$ cat src/rtl/dtc_pkg.sv
package dtc_pkg;
  localparam int REG_W       = 16;
  localparam int CNT_W       = 16;
  // control field positions (software decodes these)
  localparam int B_CHAIN     = 15;
  localparam int B_SCLR_HI   = 14;
  localparam int B_RUN_HI    = 13;
  localparam int B_XEN_HI    = 12;
  localparam int B_SCLR_LO   = 6;
  localparam int B_RUN_LO    = 5;
  localparam int B_XEN_LO    = 4;

  // value kept in the register for a given write: clear requests do not persist
  function automatic logic [REG_W-1:0] store_value(input logic [REG_W-1:0] d);
    logic [REG_W-1:0] m;
    m = d;
    m[B_SCLR_HI] = 1'b0;
    m[B_SCLR_LO] = 1'b0;
    return m;
  endfunction
endpackage

$ cat src/rtl/dtc_ctrl_reg.sv
module dtc_ctrl_reg
  import dtc_pkg::*;
(
  input  logic             clk,
  input  logic             rst_n,
  input  logic             wr_en,
  input  logic [REG_W-1:0] wr_data,
  output logic [REG_W-1:0] ctrl_q,
  output logic             sclr_lo_req,
  output logic             sclr_hi_req
);
  always_ff @(posedge clk) begin
    if (!rst_n)     ctrl_q <= '0;
    else if (wr_en) ctrl_q <= store_value(wr_data);
  end

  // clear requests act at the same edge as the write
  assign sclr_lo_req = wr_en & wr_data[B_SCLR_LO];
  assign sclr_hi_req = wr_en & wr_data[B_SCLR_HI];
endmodule

$ cat src/rtl/dtc_event_sel.sv
module dtc_event_sel (
  input  logic chain,
  input  logic run_lo,
  input  logic run_hi,
  input  logic xen_lo,
  input  logic xen_hi,
  input  logic sclr_lo_req,
  input  logic sclr_hi_req,
  input  logic tick_lo,
  input  logic tick_hi,
  input  logic xclr_lo,
  input  logic xclr_hi,
  input  logic carry_lo,
  output logic clr_lo,
  output logic clr_hi,
  output logic inc_lo,
  output logic inc_hi
);
  logic xhit_lo, xhit_hi, adv_hi;

  // chained mode masks the low external clear
  assign xhit_lo = xclr_lo & xen_lo & ~chain;
  assign xhit_hi = xclr_hi & xen_hi;

  assign clr_lo  = sclr_lo_req | xhit_lo;
  assign clr_hi  = sclr_hi_req | xhit_hi;

  assign adv_hi  = chain ? carry_lo : tick_hi;

  assign inc_lo  = run_lo & tick_lo & ~clr_lo;
  assign inc_hi  = run_hi & adv_hi & ~clr_hi;
endmodule

$ cat src/rtl/dtc_counter.sv
module dtc_counter #(
  parameter int W = 16
) (
  input  logic         clk,
  input  logic         rst_n,
  input  logic         clr,
  input  logic         inc,
  output logic [W-1:0] cnt,
  output logic         carry,
  output logic         ovf
);
  localparam logic [W-1:0] TOP = {W{1'b1}};

  function automatic logic [W-1:0] next_val(input logic [W-1:0] c,
                                            input logic cl, input logic in);
    if (cl)      return '0;
    else if (in) return c + 1'b1;
    else         return c;
  endfunction

  assign carry = inc & (cnt == TOP);

  always_ff @(posedge clk) begin
    if (!rst_n) begin
      cnt <= '0;
      ovf <= 1'b0;
    end else begin
      cnt <= next_val(cnt, clr, inc);
      ovf <= carry;
    end
  end
endmodule

$ cat src/rtl/dual_tmr_ctl.sv
module dual_tmr_ctl
  import dtc_pkg::*;
(
  input  logic             clk,
  input  logic             rst_n,
  input  logic             wr_en,
  input  logic [REG_W-1:0] wr_data,
  output logic [REG_W-1:0] rd_data,
  input  logic             tick_lo,
  input  logic             tick_hi,
  input  logic             xclr_lo,
  input  logic             xclr_hi,
  output logic [CNT_W-1:0] cnt_lo,
  output logic [CNT_W-1:0] cnt_hi,
  output logic             ovf_lo,
  output logic             ovf_hi,
  output logic             capture_only
);
  logic [REG_W-1:0] ctrl_q;
  logic sclr_lo_req, sclr_hi_req;
  logic clr_lo, clr_hi, inc_lo, inc_hi, carry_lo, carry_hi;

  dtc_ctrl_reg u_reg (
    .clk(clk), .rst_n(rst_n), .wr_en(wr_en), .wr_data(wr_data),
    .ctrl_q(ctrl_q), .sclr_lo_req(sclr_lo_req), .sclr_hi_req(sclr_hi_req)
  );

  dtc_event_sel u_sel (
    .chain(ctrl_q[B_CHAIN]),
    .run_lo(ctrl_q[B_RUN_LO]), .run_hi(ctrl_q[B_RUN_HI]),
    .xen_lo(ctrl_q[B_XEN_LO]), .xen_hi(ctrl_q[B_XEN_HI]),
    .sclr_lo_req(sclr_lo_req), .sclr_hi_req(sclr_hi_req),
    .tick_lo(tick_lo), .tick_hi(tick_hi),
    .xclr_lo(xclr_lo), .xclr_hi(xclr_hi),
    .carry_lo(carry_lo),
    .clr_lo(clr_lo), .clr_hi(clr_hi), .inc_lo(inc_lo), .inc_hi(inc_hi)
  );

  dtc_counter #(.W(CNT_W)) u_lo (
    .clk(clk), .rst_n(rst_n), .clr(clr_lo), .inc(inc_lo),
    .cnt(cnt_lo), .carry(carry_lo), .ovf(ovf_lo)
  );

  dtc_counter #(.W(CNT_W)) u_hi (
    .clk(clk), .rst_n(rst_n), .clr(clr_hi), .inc(inc_hi),
    .cnt(cnt_hi), .carry(carry_hi), .ovf(ovf_hi)
  );

  logic unused_carry_hi;
  assign unused_carry_hi = carry_hi;

  assign rd_data      = ctrl_q;
  assign capture_only = ctrl_q[B_CHAIN];
endmodule

$ cat config.mk
export PLATFORM = sky130hd
export DESIGN_NAME = dual_tmr_ctl
export DESIGN_NICKNAME = d
export VERILOG_FILES = /design/src/rtl/dtc_pkg.sv /design/src/rtl/dtc_ctrl_reg.sv /design/src/rtl/dtc_event_sel.sv /design/src/rtl/dtc_counter.sv /design/src/rtl/dual_tmr_ctl.sv
export SDC_FILE = /design/constraint.sdc
export NUM_CORES = 1
export LEC_CHECK = 0
export BUFFER_PORTS_ARGS = -buffer_cell sky130_fd_sc_hd__buf_2
export CAP_MARGIN = 20
export CORE_ASPECT_RATIO = 1.1
export CORE_MARGIN = 2
export CORE_UTILIZATION = 27
export DETAILED_ROUTE_END_ITERATION = 8
export SETUP_SLACK_MARGIN = 0.02
export SYNTH_ARGS = -nofsm -noshare
export SYNTH_HDL_FRONTEND = slang
export SYNTH_SLANG_ARGS = --single-unit
$ cat constraint.sdc
create_clock -name clk -period 1.95 [get_ports clk]
set_input_delay 0.0975 -clock clk [delete_from_list [all_inputs] [get_ports clk]]
set_output_delay 0.0975 -clock clk [all_outputs]
set_load 0.05 [all_outputs]
* Word level (Yosys, flattened, before mapping)
Index checks and enable logic that the tools add are counted.
** Cells by class
- $add $sub $neg :: 2
- Equality and inequality tests :: 2
- Reduce and logical (&&, ||, !) cells :: 2
- Bitwise gates (word level) :: 17
- Muxes and demuxes :: 1
** Operators with widths (count)
- 16-bit by 1-bit adder with 16-bit output (second input constant) :: 2
- 16-bit == test (second input constant) :: 2
- 1-bit AND :: 11
- 1-bit inverter :: 4
- 2-bit OR reduction :: 2
- 1-bit bitwise OR :: 2
- 1-bit 2-to-1 mux :: 1
** Word-level totals
- Output and inout bits :: 51
- Register bits after elaboration :: 48
- Input port bits :: 23
- Logic and storage cells :: 29

* Logic depth before layout (Yosys ltp)
Gate-level depths: netlist of run 1.
- Depth in word-level cells :: 10
- Mapped depth :: 8

* Cells and area by module
From an unflattened synthesis of run 1, not the netlist that was laid out.
** Unflattened totals
- Cell total of the unflattened synthesis :: 240
- Area total of the unflattened synthesis :: 2273.4 um^2
** Modules (own cells, without submodules)
- dtc_counter :: cells each 91, area an instance 817.0 um^2, sequential area each 340.3 um^2, instances 2
- dtc_ctrl_reg :: cells each 50, area an instance 576.8 um^2, sequential area each 280.3 um^2, instances 1
- dtc_event_sel :: cells each 7, area an instance 55.1 um^2, sequential area each 0.0 um^2, instances 1
- dual_tmr_ctl :: cells each 1, area an instance 7.5 um^2, sequential area each 0.0 um^2, instances 1

* Worst setup path after synthesis of run 1
No wires, ideal clock.
- Path kind :: flip-flop to flip-flop
- Start point :: register u_lo.cnt[0]
- End point :: register u_hi.cnt[6]
- Setup slack :: -262 ps
- Cell stages (with the launch flop) :: 8
- Data arrival time :: 2142 ps
- Path buffers :: 1
- Library setup time :: 70 ps
- Cell sequence :: dfxtp_1 > ha_1 > nand2_1 > nor3_2 > a31oi_2 > buf_2 > or3_1 > a21oi_1
** Between the ends
- Cells in the longest elaborated chain, start to end :: 5
** RTL lines
- start, declared :: line dtc_counter.sv:8 : output logic [W-1:0] cnt,
- start signal, assigned :: line dtc_counter.sv:28 : cnt <= next_val(cnt, clr, inc);
- 16-bit == test :: line dtc_counter.sv:21 : assign carry = inc & (cnt == TOP);
- 1-bit AND :: line dtc_counter.sv:21
- 1-bit 2-to-1 mux :: line dtc_event_sel.sv:28 : assign adv_hi = chain ? carry_lo : tick_hi;
- 1-bit AND (2 in series) :: line dtc_event_sel.sv:31 : assign inc_hi = run_hi & adv_hi & ~clr_hi;
- end signal, assigned :: line dtc_counter.sv:28
- end, declared :: line dtc_counter.sv:8
Every way passes these cells.
A chain may end at the register's enable or synchronous reset.

* Worst setup path after layout of run 1
- Start point :: register u_lo.cnt[0]
- End point :: register u_hi.cnt[9]
Same word-level chain as after synthesis.

==> metrics.md, run 1 <==
| Metric | Value |
|---|---|
| Yosys reg bits | `48` |
| Later-pin clock latency in the skew report | `0.31 ns` |
| Synth top area share | `0.432` |
| First-pass GRT wire length | `9460 um` |
| Area leader, netlist | `dfxtp_1` |
| Startpoint types | `flip-flop` |
| Nets@finish | `359` |
| Tcrit/Tclk final | `0.956` |
| Cts hold-fix bufs | `0` |
| Via/cell ratio | `4.75` |
| N_diodes | `0` |
| Vias | `2105` |
| Post-synth EDFFs | `0` |
| Overflow after GRT | `0` |
| Yosys Warn Count | `0` |
| Largest net degree at the start of global routing | `29` |
| Synth-to-Final Area Change | `33.9%` |
| CP Capture Type | `flip-flop` |
| Total CTS buffers | `5` |
| Count leader, synth | `dfxtp_1` |
| DPL Wire Length | `4180 um` |
| Top FF cell, synth | `dfxtp_1` |
| Post-synth ARST share | `0` |
| Die area | `8980 sq um` |
| CP Class | `flip-flop to flip-flop` |
| F_max | `0.536 GHz` |
| Register Area | `998 sq um` |
| Fill cells | `835` |
| Avg WL per Cell | `13.4 um` |
| Post-synth top cells | `dfxtp_1, nand2_1, nor2_1` |
| Clk buf depth | `2` |
| CP max FO | `14` |
| Ratio of cells with drive above 1 in the final layout | `0.397` |
| Status | `finished clean` |
| Clk sinks | `48` |
| DR iter-0 viols | `84` |
| DRC | `0` |
| Antenna Nets Post-Route | `0` |
| Vert. Die Dim | `99.2 um` |
| I/O pin count | `74` |
| Die Wd | `90.5 um` |
| Sequential area share after synthesis | `0.432` |
| Multi-input logic area | `1220 sq um` |
| Fin crit period | `1.86 ns` |
| CORE AREA | `7960 sq um` |
| Synth cell types | `38` |
| CTS tree | `done` |
| Routability cong. | `0.861` |
| Initial Util | `0.280` |
| First-pass detailed-route iteration total | `4` |
| Final Hold Vio Count | `0` |
| Number of global-route vias before repair | `1968` |
| DRT Wirelength | `5920 um` |
| Max Slew Vio Count | `0` |
| Pwr/cell area | `616 nW/um^2` |
| Setup Viol. Count Final | `0` |
| Layout Skew | `0.0106 ns` |
| Cells after synthesis | `251` |
| Initial antenna violation count | `0` |
| Hold/Removal Path Class | `input pin to flip-flop` |
| FP Rows | `34` |
| Total track usage | `0.130` |
| Max IR drop VDD | `0.267 mV` |
| CTS clock-pin slew for the worst setup and hold paths | `0.10 ns` |
| Max cap viols | `0` |
| Post-Syn Area | `2220 sq um` |
| Leading post-synthesis cells by cell area | `dfxtp_1, mux2i_1, nand2_1` |
| Avg Cell Area, Syn | `8.86 sq um` |
| Required time worst endpoint | `2.20 ns` |
| Final core utilization | `0.374` |
| TNS Setup | `0 ns` |
| Port buffer count | `71` |
| Worst path arrival time | `2.11 ns` |
| Root cell of the clock tree | `clkbuf_8` |
| CTS HTree Levels | `2` |
| Leak | `1.23 nW` |
timing repair:
action	4_1_cts	5_1_grt
gates cloned	0	1
pin swaps	1	6
buffers inserted	0	5
endpoints found under the setup margin	3	7
gates resized for setup	0	12
through the flow:
step	instance area, sq um	total power, mW	cells	hold WS, ns	setup slack (ns)
after floorplan	2270	1.19	252	0.267	0.0251
after global placement	2770	1.24	429	0.353	0.0922
after detailed placement	2770	1.25	429	0.366	0.00999
after CTS	2860	1.85	437	0.0331	0.0328
after global routing	2980	1.91	443	0.0482	-0.0403
final	2980	1.83	443	0.0437	0.0854
cells by family (layout without fill, tap and decap cells):
kind of cell	after synthesis	after routing	share of synthesized area
and+or+nand+nor	118	118	0.294
DFF	48	48	0.432
AOI/OAI and AO/OA	36	36	0.0967
buffers and inverters	18	101	0.0467
xor gates and xnor gates	14	14	0.0551
muxes	14	14	0.0630
adders and majority gates	2	2	0.0112
other	1	2	0.00169
power by group:
group | switching (mW) | total [mW] | internal (mW)
Sequential | 0.0138 | 1.01 | 0.994
Combinational | 0.151 | 0.225 | 0.0739
Clock | 0.351 | 0.600 | 0.250
Total | 0.515 | 1.83 | 1.32
sequential cells by signal, indices dropped and copies added, names as in the netlist:
name	cells
u_hi.ovf	1
u_reg.ctrl_q	14
u_hi.cnt	16
u_lo.cnt	16
u_lo.ovf	1
final timing paths:
path,start,to,slack [ns],depth (start not counted)
worst max-delay path,u_lo.cnt[0],u_hi.cnt[9],0.09,7
worst min-delay path,wr_data[0],u_reg.ctrl_q[0],0.04,3
worst max register to register,u_lo.cnt[0],u_hi.cnt[9],0.09,7
worst min register to register,u_hi.cnt[5],u_hi.cnt[5],0.48,2
worst max-delay path: stages (launching register included):
cell and delay [ns]:
dfxtp_4 0.38, ha_4 0.14, nand2_2 0.07, nor3_4 0.23, a31oi_4 0.13, buf_12 0.16, or4_1 0.55, a21oi_2 0.15
layer usage:
layer | track usage | vias up | routed length (um) | part of all wire
li1 | - | 1059 | - | -
met1 | 0.163 | 976 | 2720 | 0.46
met2 | 0.218 | 66 | 2750 | 0.46
met3 | 0.0356 | 4 | 414 | 0.070
met4 | 0.0379 | 0 | 41 | 0.0069
met5 | 0 | - | 0 | 0
cell usage in the layout, fill, tap and decap left out, types with 7 or more instances in the layout:
master,n
a21oi_1,13
buf_2,71
buf_4,17
dfxtp_1,24
dfxtp_2,21
mux2i_1,14
nand2_1,27
nand3_1,10
nand4_1,9
nor2_1,17
nor2b_1,14
o21ai_0,8
or4_1,7
xnor2_1,10
final cells by class:
type | instances | share of cell area
Inverter | 3 | 0.00378
Timing Repair Buffer | 90 | 0.177
Clock inverter | 2 | 0.00378
Multi-Input combinational cell | 186 | 0.410
Clock buffer | 6 | 0.0244
Sequential cell | 48 | 0.335
Tap cell | 108 | 0.0454
Power figures use the tool's default switching activity.
==> run 2, diff against run 1 <==
--- a/config.mk
+++ b/config.mk
@@ -5,12 +5,14 @@
 export SDC_FILE = /design/constraint.sdc
 export NUM_CORES = 1
 export LEC_CHECK = 0
+export ABC_AREA = 1
 export BUFFER_PORTS_ARGS = -buffer_cell sky130_fd_sc_hd__buf_2
 export CAP_MARGIN = 20
 export CORE_ASPECT_RATIO = 1.1
 export CORE_MARGIN = 2
 export CORE_UTILIZATION = 27
 export DETAILED_ROUTE_END_ITERATION = 8
+export GPL_ROUTABILITY_DRIVEN = 0
 export SETUP_SLACK_MARGIN = 0.02
 export SYNTH_ARGS = -nofsm -noshare
 export SYNTH_HDL_FRONTEND = slang
==> metrics.md, run 2 <==
| Metric | Value |
|---|---|
| Port buffer count | `71 (unchanged)` |
| Tcrit/Tclk final | `0.881 (-0.0750)` |
| XOR/XNOR share of the synthesized area | `0.0382 (-0.0170)` |
| CTS clock-pin slew for the worst setup and hold paths | `0.09 ns (about the same)` |
| Cts hold-fix bufs | `0 (unchanged)` |
| Worst path arrival time | `1.89 ns (-0.22 ns)` |
| Vias | `2598 (+23%)` |
| DRC | `0 (unchanged)` |
| RSZ-0062 raised after global routing | `true` |
| I/O pin count | `74 (unchanged)` |
| Post-synth ARST share | `0 (unchanged)` |
| Ratio of cells with drive above 1 in the final layout | `0.234 (-0.163)` |
| FP Rows | `37 (+8.8%)` |
| Max Slew Vio Count | `0 (unchanged)` |
| Most frequent cells in the layout | `nand2_1, buf_2, nor2_1, dfxtp_1, inv_1` |
| Reg-to-reg startpoint | `u_lo.cnt[0]` |
| Crit path to | `u_hi.cnt[14]` |
| Synth-to-Final Area Change | `20.9%` |
| Vert. Die Dim | `105 um (+6.3%)` |
| Setup Fix Bufs, Post-CTS | `0 (unchanged)` |
| Sequential area share after synthesis | `0.381 (-0.0514)` |
| DRT Wirelength | `6610 um (+12%)` |
| Max IR drop VDD | `0.359 mV (+34%)` |
| Top FF cell, synth | `dfxtp_1` |
| Clk buf depth | `2 (unchanged)` |
| Design area | `3050 sq um (+2.5%)` |
| CP max FO | `13 (-1)` |
| Clk sinks | `48 (unchanged)` |
| R2R Path End | `u_hi.cnt[14]` |
| First-pass detailed-route iteration total | `4 (unchanged)` |
| Min Hold Slack | `0.0227 ns (-0.0211 ns)` |
| Fin crit period | `1.72 ns (-0.146 ns)` |
| Via/cell ratio | `4.71 (-0.95%)` |
| Relative slew slack | `0.660` |
| Largest family of logic cells by synthesized area | `simple AND/OR/NAND/NOR gates` |
| Final Hold Vio Count | `0 (unchanged)` |
| Synth Area in Compound Gates | `0.104 (+0.00683)` |
| CP Capture Type | `flip-flop` |
| Layout Skew | `0.00661 ns (-0.00399 ns)` |
| Required time worst endpoint | `2.12 ns (-0.08 ns)` |
| DPL Wire Length | `5050 um (+21%)` |
| Antenna Nets Post-Route | `0 (unchanged)` |
| Largest regs | `u_hi.cnt x16, u_lo.cnt x16, u_reg.ctrl_q x14` |
| Avg WL per Cell | `12.0 um (-10%)` |
| Count leader, synth | `nand2_1` |
| Pwr/cell area | `621 nW/um^2 (+0.87%)` |
| Yosys reg bits | `48 (unchanged)` |
| Worst Setup SP | `u_lo.cnt[0]` |
| Post-synth EDFFs | `0 (unchanged)` |
| Post-synth top cells | `nand2_1, nor2_1, dfxtp_1` |
| Total CTS buffers | `5 (unchanged)` |
| Initial Util | `0.274 (-0.00557)` |
| N_diodes | `0 (unchanged)` |
| Root cell of the clock tree | `clkbuf_8` |
| Leak | `1.23 nW (about the same)` |
| CTS HTree Levels | `2 (unchanged)` |
| Gates resized, CTS repair | `0 (unchanged)` |
| Die Wd | `96.2 um (+6.3%)` |
| Initial antenna violation count | `0 (unchanged)` |
| Later-pin clock latency in the skew report | `0.30 ns (about the same)` |
| Mux cell area share after synthesis | `0 (-0.0630)` |
| Post-DP Area | `2960 sq um (+6.8%)` |
| Adder-cell share of the synthesized area | `0.00991 (-0.00134)` |
| TNS Setup | `0 ns (unchanged)` |
| CORE AREA | `9210 sq um (+16%)` |
| Synth top area share | `0.381 (-0.0514)` |
| Yosys Warn Count | `0 (unchanged)` |
| R2R cell count | `10 (+3)` |
| R2r setup slk | `0.23 ns (+0.15 ns)` |
| Commonest non-fill, non-tap cell in the layout | `nand2_1` |
| Startpoint types | `flip-flop` |
| F_max | `0.582 GHz (+8.5%)` |
| Largest net degree at the start of global routing | `21 (-28%)` |
| CTS tree | `done` |
| Leading post-synthesis cells by cell area | `dfxtp_1, nand2_1, nor2_1` |
| Slew @ Worst Pin | `0.510 ns` |
| Hold Path Depth | `3 (unchanged)` |
| First-pass GRT wire length | `11000 um (+16%)` |
| Die area | `10100 sq um (+13%)` |
| Post-synthesis simple-gate area fraction | `0.366 (+0.0721)` |
| Post-Syn Area | `2520 sq um (+13%)` |
| Overflow after GRT | `0 (unchanged)` |
| DR iter-0 viols | `102 (+21%)` |
| Status | `finished clean` |
| CP Class | `flip-flop to flip-flop` |
| Area leader, netlist | `dfxtp_1` |
| Setup Viol. Count Final | `0 (unchanged)` |
| Nets@finish | `459 (+28%)` |
| Synth cell types | `28 (-26%)` |
| Total track usage | `0.136 (+0.00600)` |
| Cells after synthesis | `367 (+46%)` |
| Hold/Removal Path Class | `input pin to flip-flop` |
| Max cap viols | `0 (unchanged)` |
| Avg Cell Area, Syn | `6.88 sq um (-22%)` |
| Number of global-route vias before repair | `2376 (+21%)` |
-- run 2: cell types whose count changed after synthesis, moves of 7 or more --
| cell | before | now |
|---|---|---|
| inv_1 | 3 | 31 |
| a21oi_1 | 16 | 27 |
| nand3_1 | 10 | 17 |
| nor2_1 | 17 | 65 |
| nand2_1 | 28 | 74 |
| nor2b_1 | 14 | 0 |
| nand4_1 | 9 | 26 |
| or4_1 | 8 | 0 |
| xnor2_1 | 10 | 3 |
| mux2i_1 | 14 | 0 |
| o21ai_0 | 8 | 21 |
-- run 2: cells by family after synthesis --
logic type,after synthesis
xor+xnor,11
buf+inv,53
flops,48
fa+ha+maj,2
simple gates,201
compound gates,51
other cells,1
-- run 2: per-layer routing --
layer  global-route usage  vias up  part of all wire
li1                     -     1328                 -
met4               0.0367        0             0.012
met1                0.180     1188              0.46
met5                    0        -                 0
met3               0.0286        6             0.062
met2                0.221       76              0.47
-- run 2: how the worst min path moves through the flow --
stage | startpoint | slack (ns) | endpoint
after floorplan | wr_data[10] | 0.23 | u_reg.ctrl_q[10]
final | wr_data[9] | 0.02 | u_reg.ctrl_q[9]
after detailed placement | wr_data[7] | 0.33 | u_reg.ctrl_q[7]
after CTS | wr_data[9] | 0.01 | u_reg.ctrl_q[9]
after global routing | wr_data[13] | 0.03 | u_reg.ctrl_q[13]
after global placement | wr_data[13] | 0.32 | u_reg.ctrl_q[13]
-- run 2: layout make-up --
cell class,count,area (sq um)
Clock buffer,8,90.1
Fill cell,1001,6160
Inverter,34,130
Multi-Input combinational cell,267,1310
Sequential cell,48,963
Tap cell,117,146
Timing Repair Buffer,78,408
-- run 2: through the flow --
stage,std cells,util,total power [mW],worst slack [ns]
floorplan,368,-,1.24,0.150
global placement,544,0.321,1.30,0.296
detailed placement,544,0.321,1.30,0.226
CTS,552,0.331,1.92,0.217
global route,552,0.331,1.98,0.00851
finish,552,0.331,1.90,0.232
-- run 2: worst max-delay path: stages (launching register included) --
cell     delay (ns)
dfxtp_2        0.37
ha_1           0.17
nand2_1        0.07
nor2_1         0.18
nand2_1        0.08
nor2_1         0.13
nand2_2        0.09
nand2_4        0.07
nand3_2        0.24
nand2_1        0.15
a21oi_1        0.07
-- run 2: power breakdown --
part	total [mW]	leakage (nW)	internal, mW	switching (mW)
registers	1.01	0.391	1.00	0.0126
logic	0.264	0.789	0.0654	0.199
clock network	0.616	0.0455	0.290	0.326
==> run 3, diff against run 2 <==
--- a/config.mk
+++ b/config.mk
@@ -13,7 +13,9 @@
 export CORE_UTILIZATION = 27
 export DETAILED_ROUTE_END_ITERATION = 8
 export GPL_ROUTABILITY_DRIVEN = 0
+export PLACE_DENSITY_LB_ADDON = 0.3
 export SETUP_SLACK_MARGIN = 0.02
 export SYNTH_ARGS = -nofsm -noshare
 export SYNTH_HDL_FRONTEND = slang
+export SYNTH_HIERARCHICAL = 1
 export SYNTH_SLANG_ARGS = --single-unit
==> constraint.sdc (replaced) <==
create_clock -name clk -period 1.95 [get_ports clk]
set_input_delay 0.0975 -clock clk [delete_from_list [all_inputs] [get_ports clk]]
set_output_delay 0.0975 -clock clk [all_outputs]
set_load 0.01 [all_outputs]
==> metrics.md, run 3 <==
| Metric | Value |
|---|---|
| Commonest non-fill, non-tap cell in the layout | `nand2_1` |
| RSZ-0062 raised after global routing | `true` |
| Dpl cells | `590 (+8.5%)` |
| Initial antenna violation count | `0 (unchanged)` |
| Synth-to-Final Area Change | `36.9%` |
| Setup Viol. Count Final | `15 (+15)` |
| NetSw | `0.457 mW (-15%)` |
| DPL Wire Length | `5110 um (+1.1%)` |
| Largest net degree at the start of global routing | `30 (+43%)` |
| Internal Power | `1.37 mW (+1.1%)` |
| R2r setup slk | `-0.14 ns (-0.38 ns)` |
| Largest regs | `u_hi/cnt x16, u_lo/cnt x16, u_reg/ctrl_q x14` |
| Clk sinks | `48 (unchanged)` |
| CP max FO | `5 (-8)` |
| Later-pin clock latency in the skew report | `0.30 ns (about the same)` |
| Cells after synthesis | `379 (+3.3%)` |
| F_max | `0.478 GHz (-18%)` |
| Setup ws final | `-0.143 ns (-0.375 ns)` |
| CTS clock-pin slew for the worst setup and hold paths | `0.09 ns (about the same)` |
| Met1 Track Usage GR | `0.173 (-0.00647)` |
| CP Capture Type | `flip-flop` |
| Non-filler cells, final | `603 (+9.2%)` |
| Clock power share | `0.341 (+0.016)` |
| Worst Setup SP | `u_reg/ctrl_q[15]` |
| Die Wd | `95.5 um (-0.76%)` |
| Reg-to-reg startpoint | `u_reg/ctrl_q[15]` |
| TNS Setup | `-1.18 ns (-1.18 ns)` |
| Nets@finish | `513 (+12%)` |
| Antenna Nets Post-Route | `0 (unchanged)` |
| Register Area | `965 sq um (+0.13%)` |
| Most frequent cells in the layout | `nand2_1, nor2_1, buf_2, inv_1, dfxtp_1` |
| Vias | `2618 (+0.77%)` |
| Seq pwr share | `0.554 (+0.019)` |
| Vert. Die Dim | `105 um (-0.77%)` |
| Startpoint types | `flip-flop` |
| CTS tree | `done` |
| Number of global-route vias before repair | `2462 (+3.6%)` |
| Tcrit/Tclk final | `1.07 (+0.192)` |
| Initial Util | `0.279 (+0.00455)` |
| M3 GR Usage | `0.0303 (+0.00169)` |
| Max Slew Vio Count | `0 (unchanged)` |
| Hold/Removal Path Class | `input pin to flip-flop` |
| Pwr/cell area | `538 nW/um^2 (-13%)` |
| Status | `finished with violations` |
| Failing checks | `negative setup slack` |
| Avg WL per Cell | `11.1 um (-7.3%)` |
| Multi-input logic area | `1360 sq um (+3.6%)` |
| CTS HTree Levels | `2 (unchanged)` |
| Final Hold Vio Count | `0 (unchanged)` |
| Hold Path Depth | `5 (+2)` |
| Fill cells | `990 (-1.1%)` |
| I/O pin count | `74 (unchanged)` |
| Total CTS buffers | `5 (unchanged)` |
| Clk buf depth | `2 (unchanged)` |
| DR iter-0 viols | `85 (-17%)` |
| Cts hold-fix bufs | `0 (unchanged)` |
| Sw frac | `0.250 (-0.0340)` |
| N_diodes | `0 (unchanged)` |
| Post-Syn Area | `2480 sq um (-1.6%)` |
| Min Hold Slack | `0.0778 ns (+0.0551 ns)` |
| Pre-CTS setup slack | `-0.199 ns (-0.425 ns)` |
| R2R cell count | `20 (+10)` |
| Ratio of cells with drive above 1 in the final layout | `0.344 (+0.109)` |
| Via/cell ratio | `4.34 (-7.8%)` |
| Most used routing layer in global routing | `met2` |
| CORE AREA | `8920 sq um (-3.2%)` |
| FP Rows | `36 (-2.7%)` |
| Final core utilization | `0.381 (+0.0501)` |
| Combinational Power Share | `0.106 (-0.033)` |
| Port buffer count | `71 (unchanged)` |
| DRT Wirelength | `6700 um (+1.3%)` |
| Leak | `1.61 nW (+31%)` |
| GR Layer Usage met2 | `0.236 (+0.0147)` |
| Max cap viols | `0 (unchanged)` |
| Avg Cell Area, Syn | `6.56 sq um (-4.7%)` |
| First-pass GRT wire length | `11100 um (+0.56%)` |
| Worst path arrival time | `2.34 ns (+0.45 ns)` |
| Crit path to | `u_hi/cnt[8]` |
| Required time worst endpoint | `2.19 ns (+0.07 ns)` |
| R2R Path End | `u_hi/cnt[8]` |
| Die area | `9990 sq um (-1.5%)` |
| Overflow after GRT | `0 (unchanged)` |
| First-pass detailed-route iteration total | `4 (unchanged)` |
| Root cell of the clock tree | `clkbuf_8` |
| Yosys Warn Count | `6 (+6)` |
| CP Class | `flip-flop to flip-flop` |
| Total track usage | `0.138 (+0.00271)` |
| Layout Skew | `0.00863 ns (+0.00202 ns)` |
| DRC | `0 (unchanged)` |
| Max IR drop VDD | `0.254 mV (-29%)` |
| Fin crit period | `2.09 ns (+0.375 ns)` |
-- run 3: worst min-delay path by stage --
stage                             endpoint  slack (ns)        start
final                     u_reg/ctrl_q[12]        0.08  wr_data[12]
after global placement     u_reg/ctrl_q[3]        0.38   wr_data[3]
after global routing       u_reg/ctrl_q[7]        0.08   wr_data[7]
after detailed placement   u_reg/ctrl_q[8]        0.39   wr_data[8]
after CTS                  u_reg/ctrl_q[8]        0.07   wr_data[8]
after floorplan           u_reg/ctrl_q[15]        0.21        rst_n
-- run 3: final cells by class --
class | count | share of cell area
Clock buffer | 8 | 0.0265
Inverter | 54 | 0.0603
Multi-Input combinational cell | 271 | 0.400
Sequential cell | 48 | 0.284
Tap cell | 114 | 0.0419
Timing Repair Buffer | 108 | 0.187
-- run 3: what timing repair did --
action	in CTS	in global routing
setup buffers	3	3
gates resized for setup	13	9
cloned	0	0
setup endpoints to repair	17	17
endpoints found under the hold margin	0	0
pin swaps	15	4
-- run 3: routing by layer --
layer  wire (um)  part of all wire
met3         344             0.051
met1        2980              0.44
met5           0                 0
met2        3310              0.49
met4          68             0.010
-- run 3: power groups by stage --
stage | logic [mW] | clock network (mW) | registers, mW
after floorplan | 0.102 | 0 | 1.05
after detailed placement | 0.191 | 0 | 1.04
after CTS | 0.195 | 0.650 | 1.01
after global placement | 0.188 | 0 | 1.03
final | 0.194 | 0.623 | 1.01
after global routing | 0.221 | 0.698 | 1.02
-- run 3: critical path, stage by stage, from the launching register on --
cell and delay [ns]:
dfxtp_4 0.35, inv_2 0.03, nand3_2 0.05, nand2_2 0.07, nor2_4 0.09, nand2_2 0.07
nor2_4 0.12, nand3_4 0.09, nor2_4 0.10, nand3_2 0.07, inv_1 0.06, inv_1 0.03
nand2_1 0.06, nand2_2 0.07, nor2_4 0.16, nand2_2 0.11, inv_2 0.09, nand3_4 0.09
nor2_4 0.15, nand2_1 0.07, a21oi_1 0.11
-- run 3: stage by stage --
| step | total power, mW | area, sq um |
|---|---|---|
| 2_1_floorplan | 1.15 | 2530 |
| 3_3_place_gp | 1.22 | 3200 |
| 3_5_place_dp | 1.23 | 3200 |
| 4_1_cts | 1.86 | 3350 |
| 5_1_grt | 1.93 | 3400 |
| 6_report | 1.83 | 3400 |
